<file path="config.mk">
export PLATFORM = sky130hd
export DESIGN_NAME = commit_unit
export DESIGN_NICKNAME = d
export VERILOG_FILES = /design/src/rtl/commit_pkg.sv /design/src/rtl/commit_ctrl.sv /design/src/rtl/commit_dp.sv /design/src/rtl/commit_unit.sv
export SDC_FILE = /design/constraint.sdc
export NUM_CORES = 1
export LEC_CHECK = 0
export CAP_MARGIN = 40
export CORE_MARGIN = 2
export CORE_UTILIZATION = 30
export CTS_BUF_LIST = sky130_fd_sc_hd__clkbuf_8
export DETAILED_ROUTE_END_ITERATION = 8
export HOLD_SLACK_MARGIN = 0.03
export PLACE_DENSITY_LB_ADDON = 0.15
export SLEW_MARGIN = 10
export SYNTH_ARGS = -nofsm -noshare
export SYNTH_HDL_FRONTEND = slang
export SYNTH_SLANG_ARGS = --single-unit
</file>
<file path="constraint.sdc">
create_clock -name clk -period 5.6 [get_ports clk]
set_clock_uncertainty 0.15 [all_clocks]
set_input_delay 1.12 -clock clk [delete_from_list [all_inputs] [get_ports clk]]
set_output_delay 1.12 -clock clk [all_outputs]
set_load 0.01 [all_outputs]
</file>
<file path="src/rtl/commit_pkg.sv">
package commit_pkg;
  // Strobes from the walk control to the sequence datapath
  typedef struct packed {
    logic anyCommit;
    logic storeCommit;
    logic nsReq;
    logic ucReq;
    logic trapReq;
    logic err;
  } commitStrobes_t;
endpackage

</file>
<file path="src/rtl/commit_ctrl.sv">
module commit_ctrl
  import commit_pkg::*;
#(
  parameter int WIDTH = 2,
  parameter int WIN   = 4,
  localparam int IDXW = (WIN > 1) ? $clog2(WIN) : 1,
  localparam int CNTW = $clog2(WIDTH + 1)
) (
  input  logic            enable,
  input  logic [WIN-1:0]  headValid,
  input  logic [WIN-1:0]  headReady,
  input  logic [WIN-1:0]  headSquashed,
  input  logic [WIN-1:0]  headExecuted,
  input  logic [WIN-1:0]  headNonSpec,
  input  logic [WIN-1:0]  headLoad,
  input  logic [WIN-1:0]  headStore,
  input  logic [WIN-1:0]  headFault,
  input  logic            storesPend,
  output logic [WIN-1:0]  retire,
  output commitStrobes_t  strobes,
  output logic [IDXW-1:0] lastIdx,
  output logic [IDXW-1:0] reqIdx
);
  logic            stop;
  logic [CNTW-1:0] cnt;

  always_comb begin
    stop    = 1'b0;
    cnt     = '0;
    retire  = '0;
    strobes = '0;
    lastIdx = '0;
    reqIdx  = '0;
    for (int i = 0; i < WIN; i++) begin
      if (!stop) begin
        if (!enable || !headValid[i] || !headReady[i] || cnt == CNTW'(WIDTH)) begin
          stop = 1'b1;
        end else if (headSquashed[i]) begin
          retire[i] = 1'b1;
        end else if (!headExecuted[i]) begin
          stop = 1'b1;
          if (headNonSpec[i] || headLoad[i]) begin
            if (cnt == '0 && !storesPend) begin
              reqIdx = IDXW'(i);
              if (headNonSpec[i]) strobes.nsReq = 1'b1;
              else                strobes.ucReq = 1'b1;
            end
          end else begin
            strobes.err = 1'b1;
          end
        end else if (headFault[i]) begin
          stop = 1'b1;
          if (cnt == '0 && !storesPend) begin
            reqIdx = IDXW'(i);
            strobes.trapReq = 1'b1;
          end
        end else begin
          retire[i] = 1'b1;
          cnt = cnt + 1'b1;
          lastIdx = IDXW'(i);
          strobes.anyCommit = 1'b1;
          if (headStore[i]) strobes.storeCommit = 1'b1;
        end
      end
    end
  end
endmodule

</file>
<file path="src/rtl/commit_dp.sv">
module commit_dp
  import commit_pkg::*;
#(
  parameter int WIN     = 4,
  parameter int SEQW    = 16,
  parameter int THREADS = 2,
  localparam int IDXW = (WIN > 1) ? $clog2(WIN) : 1,
  localparam int TIDW = (THREADS > 1) ? $clog2(THREADS) : 1
) (
  input  logic                clk,
  input  logic                rstN,
  input  logic [WIN*SEQW-1:0] headSeq,
  input  logic [TIDW-1:0]     headTid,
  input  commitStrobes_t      strobes,
  input  logic [IDXW-1:0]     lastIdx,
  input  logic [IDXW-1:0]     reqIdx,
  input  logic [THREADS-1:0]  storesPending,
  input  logic [THREADS-1:0]  robEmpty,
  output logic [SEQW-1:0]     reqSeq,
  output logic                clearCanCommit,
  output logic [SEQW-1:0]     doneSeq,
  output logic [THREADS-1:0]  robEmptyNotify
);
  logic [THREADS-1:0] storeFlag;

  assign reqSeq         = headSeq[reqIdx*SEQW +: SEQW];
  assign clearCanCommit = strobes.nsReq | strobes.ucReq;

  always_ff @(posedge clk) begin
    if (!rstN)                  doneSeq <= '0;
    else if (strobes.anyCommit) doneSeq <= headSeq[lastIdx*SEQW +: SEQW];
  end

  for (genvar t = 0; t < THREADS; t++) begin : g_thread
    always_ff @(posedge clk) begin
      if (!rstN) storeFlag[t] <= 1'b0;
      else       storeFlag[t] <= strobes.storeCommit && (headTid == TIDW'(t));
    end
    assign robEmptyNotify[t] = robEmpty[t] & ~storesPending[t] & ~storeFlag[t];
  end
endmodule

</file>
<file path="src/rtl/commit_unit.sv">
module commit_unit
  import commit_pkg::*;
#(
  parameter int WIDTH   = 2,
  parameter int WIN     = 4,
  parameter int SEQW    = 16,
  parameter int THREADS = 2,
  localparam int IDXW = (WIN > 1) ? $clog2(WIN) : 1,
  localparam int TIDW = (THREADS > 1) ? $clog2(THREADS) : 1
) (
  input  logic                clk,
  input  logic                rstN,
  input  logic [WIN-1:0]      headValid,
  input  logic [WIN-1:0]      headReady,
  input  logic [WIN-1:0]      headSquashed,
  input  logic [WIN-1:0]      headExecuted,
  input  logic [WIN-1:0]      headNonSpec,
  input  logic [WIN-1:0]      headLoad,
  input  logic [WIN-1:0]      headStore,
  input  logic [WIN-1:0]      headFault,
  input  logic [WIN*SEQW-1:0] headSeq,
  input  logic [TIDW-1:0]     headTid,
  input  logic [THREADS-1:0]  storesPending,
  input  logic [THREADS-1:0]  robEmpty,
  output logic [WIN-1:0]      retire,
  output logic                nonSpecReq,
  output logic                uncachedReq,
  output logic                trapReq,
  output logic                clearCanCommit,
  output logic [SEQW-1:0]     reqSeq,
  output logic                errUnexec,
  output logic [SEQW-1:0]     doneSeq,
  output logic [THREADS-1:0]  robEmptyNotify
);
  commitStrobes_t  strobes;
  logic [IDXW-1:0] lastIdx;
  logic [IDXW-1:0] reqIdx;

  commit_ctrl #(.WIDTH(WIDTH), .WIN(WIN)) i_ctrl (
    .enable(rstN), .headValid(headValid), .headReady(headReady),
    .headSquashed(headSquashed), .headExecuted(headExecuted),
    .headNonSpec(headNonSpec), .headLoad(headLoad), .headStore(headStore),
    .headFault(headFault), .storesPend(storesPending[headTid]),
    .retire(retire), .strobes(strobes), .lastIdx(lastIdx), .reqIdx(reqIdx)
  );

  commit_dp #(.WIN(WIN), .SEQW(SEQW), .THREADS(THREADS)) i_dp (
    .clk(clk), .rstN(rstN), .headSeq(headSeq), .headTid(headTid),
    .strobes(strobes), .lastIdx(lastIdx), .reqIdx(reqIdx),
    .storesPending(storesPending), .robEmpty(robEmpty), .reqSeq(reqSeq),
    .clearCanCommit(clearCanCommit), .doneSeq(doneSeq),
    .robEmptyNotify(robEmptyNotify)
  );

  assign nonSpecReq  = strobes.nsReq;
  assign uncachedReq = strobes.ucReq;
  assign trapReq     = strobes.trapReq;
  assign errUnexec   = strobes.err;
endmodule

</file>
==> results.sh <==
export IMPL_hp_class="register to register"
export IMPL_r2r_end="i_dp.doneSeq[3]$_SDFFE_PN0P_"
export IMPL_die_y_um=94.5
export IMPL_maxSlewViolCount=0
export IMPL_layout_commonest_cell="clkdlybuf4s50_1"
export IMPL_antenna_found_initial=0
export IMPL_vias=2989
export IMPL_p_leak_nw=2.02
export IMPL_start_util_pct=30.3
export IMPL_clk_pin_slew_ps=70
export IMPL_dieWidth_um=94.5
export IMPL_ir_drop_v=0.0000558
export IMPL_grt_busiest_layer="met2"
export IMPL_cts_sinks=18
export IMPL_postSynth_asyncResetShare_pct=0
export IMPL_grt_use_total_pct=21.1
export IMPL_r2r_cells=3
export IMPL_critPathLaunch="headFault[0]"
export IMPL_area_growth_pct=81.1
export IMPL_drive_above_1_share_pct=30.7
export IMPL_fp_coreArea_um2=8090
export IMPL_grt_overflow_total=0
export IMPL_ys_ff_latch=18
export IMPL_design_die_area_um2=8930
export IMPL_final_cell_mix="clkdlybuf4s50_1, buf_4, mux2_2"
export IMPL_setup_viol=0
export IMPL_yosys_warnings=0
export IMPL_combPwrFrac_pct=43.2
export IMPL_p_sw_share_pct=27.5
export IMPL_post_route_util_pct=55.0
export IMPL_crit_end="errUnexec"
export IMPL_synth_edf_count=0
export IMPL_synth_flop_cell="dfxtp_1"
export IMPL_gr_usage_met1_pct=26.1
export IMPL_syn_area_per_cell_um2=8.27
export IMPL_std_cell_rows=33
export IMPL_gp_congestion=0.805
export IMPL_drt_first_pass_iters=4
export IMPL_synth_distinct_cells=50
export IMPL_clkPwrFrac_pct=24.1
export IMPL_hold_violations=0
export IMPL_multiInputGateArea_um2=2060
export IMPL_cts_tree="yes"
export IMPL_antenna_left=0
export IMPL_routedWlPerCell_um=16.5
export IMPL_worstSetupPathType="input port to primary output"
export IMPL_syn_nets=404
export IMPL_fin_area_um2=4450
export IMPL_clk_latency_ps=260
export IMPL_finalNonFillerCells=584
export IMPL_power_switching_w=0.000107
export IMPL_cts_inserted_buffers=3
export IMPL_maxCapViolations=0
export IMPL_min_period_ps=5400
export IMPL_clk_path_buf_depth=2
export IMPL_detailed_place_area_um2=4330
export IMPL_grt_pass1_wl_um=15000
export IMPL_cp_start_kind="input port"
export IMPL_rsz0062_at_grt="false"
export IMPL_fmax_mhz=185
export IMPL_layout_nets=588
export IMPL_r2r_slack_ps=4490
export IMPL_worstMarginPinSlew_ps=779
export IMPL_routed_wl_um=9610
export IMPL_use_met2_pct=38.0
export IMPL_min_period_over_period_pct=96.4
export IMPL_worstPathArrival_ps=4130
export IMPL_yosysSeqAreaShare_pct=14.7
export IMPL_vias_per_cell=5.12
export IMPL_htreeDepth=1
export IMPL_power_density_nw_per_um2=88.0
export IMPL_cp_end_kind="primary output"
export IMPL_drt_initial_drc_count=88
export IMPL_dpl_cell_count=572
export IMPL_n_antenna_cell=0
export IMPL_seqPwrFrac_pct=32.7
export IMPL_num_io_pins=146
export IMPL_n_fill_cell=779
export IMPL_finalHoldWorstSlack_ps=538
export IMPL_dp_hpwl_um=7520
export IMPL_cts_root_buf="clkbuf_8"
export IMPL_drcViolationCount=0
export IMPL_synth_cells=297
export IMPL_max_slew_margin_rel_pct=47.9
export IMPL_r2r_start="i_dp.doneSeq[3]$_SDFFE_PN0P_"
export IMPL_grt_met3_usage_pct=3.43
export IMPL_grt_max_degree=33
export IMPL_worstPathRequired_ps=4330
export IMPL_critPathMaxFanout=5
export IMPL_status="complete, no violations"
export IMPL_seq_area_um2=360
export IMPL_io_buffers=145
export IMPL_grt_pass1_vias=3120
export IMPL_syn_cell_area_um2=2460
export IMPL_intPower_w=0.000284
-- kinds of logic after synthesis --
family                     synth area share [%]
AOI/OAI and AO/OA                          21.3
adders and majority gates                  2.04
buffers and inverters                      5.25
DFF                                        14.7
muxes                                      37.0
and+or+nand+nor                            19.7
-- Yosys cell counts, drive strengths merged (6+ instances only) --
cell | number | area (um^2)
mux2 | 49 | 589
a21oi | 36 | 184
mux2i | 32 | 320
nor2 | 26 | 97.6
dfxtp | 18 | 360
o31ai | 16 | 120
clkbuf | 12 | 45.0
inv | 12 | 45.0
o21ai | 9 | 48.8
nand2 | 7 | 26.3
nand3 | 7 | 35.0
nor3 | 7 | 35.0
buf | 6 | 38.8
-- state kept, by name, summed over array words and instances, names as in the netlist --
signal          flops
i_dp.storeFlag      2
i_dp.doneSeq       16
-- how the worst min path moves through the flow --
stage,start,end,slack [ps],cells past startpoint
CTS,i_dp.doneSeq[15]$_SDFFE_PN0P_,i_dp.doneSeq[15]$_SDFFE_PN0P_,540,3
global placement,i_dp.doneSeq[8]$_SDFFE_PN0P_,i_dp.doneSeq[8]$_SDFFE_PN0P_,500,3
global route,i_dp.doneSeq[4]$_SDFFE_PN0P_,i_dp.doneSeq[4]$_SDFFE_PN0P_,570,3
floorplan,i_dp.doneSeq[10]$_SDFFE_PN0P_,i_dp.doneSeq[10]$_SDFFE_PN0P_,560,3
finish,i_dp.doneSeq[15]$_SDFFE_PN0P_,i_dp.doneSeq[15]$_SDFFE_PN0P_,540,3
detailed placement,i_dp.doneSeq[4]$_SDFFE_PN0P_,i_dp.doneSeq[4]$_SDFFE_PN0P_,530,3
-- critical path: stages --
cell and delay, ps:
buf_2 120, nand2b_4 140, nor3_4 230, ha_4 160, nand3_2 50, and2_4 170
nand2b_4 150, ha_4 150, nand4b_1 240, a2111oi_4 260, buf_4 200, nand4_1 120
o21ai_2 200, nor2_1 90, a31o_2 240, clkdlybuf4s50_1 480
-- metal layers --
layer | routed length [um] | up-vias
met5 | 0 | -
met4 | 180 | 0
met3 | 536 | 14
met2 | 4720 | 93
met1 | 4180 | 1386
li1 | - | 1496
-- power by group through the flow --
stage | Combinational, W | Sequential (W) | Clock [W]
after CTS | 0.000165 | 0.000128 | 0.0000975
final | 0.000169 | 0.000128 | 0.0000943
after global routing | 0.000182 | 0.000128 | 0.000101
after floorplan | 0.0000506 | 0.000131 | 0
after detailed placement | 0.000167 | 0.000131 | 0
after global placement | 0.000166 | 0.000131 | 0
-- layout make-up --
type | instances | share of cell area [%]
multi-input cells | 249 | 46.4
well taps | 105 | 2.95
repair buffers | 197 | 40.6
clock buffers | 3 | 0.928
inverters | 12 | 1.01
flip-flops and latches | 18 | 8.10
-- through the flow --
step           total power (W)  setup TNS [ps]  setup slack, ps
6_report              0.000391               0              202
5_1_grt               0.000412               0             5.97
4_1_cts               0.000390               0             1.46
3_5_place_dp          0.000299          -12930             -653
3_3_place_gp          0.000297          -11240             -567
2_1_floorplan         0.000182               0             52.6
-- repair_timing --
item / in CTS / in global routing
hold buffers: 0 / 0
pin swaps: 11 / 6
resized for setup: 114 / 11
setup buffers: 8 / 3
endpoints found under the setup margin: 22 / 19
(Power assumes the default switching activity.)
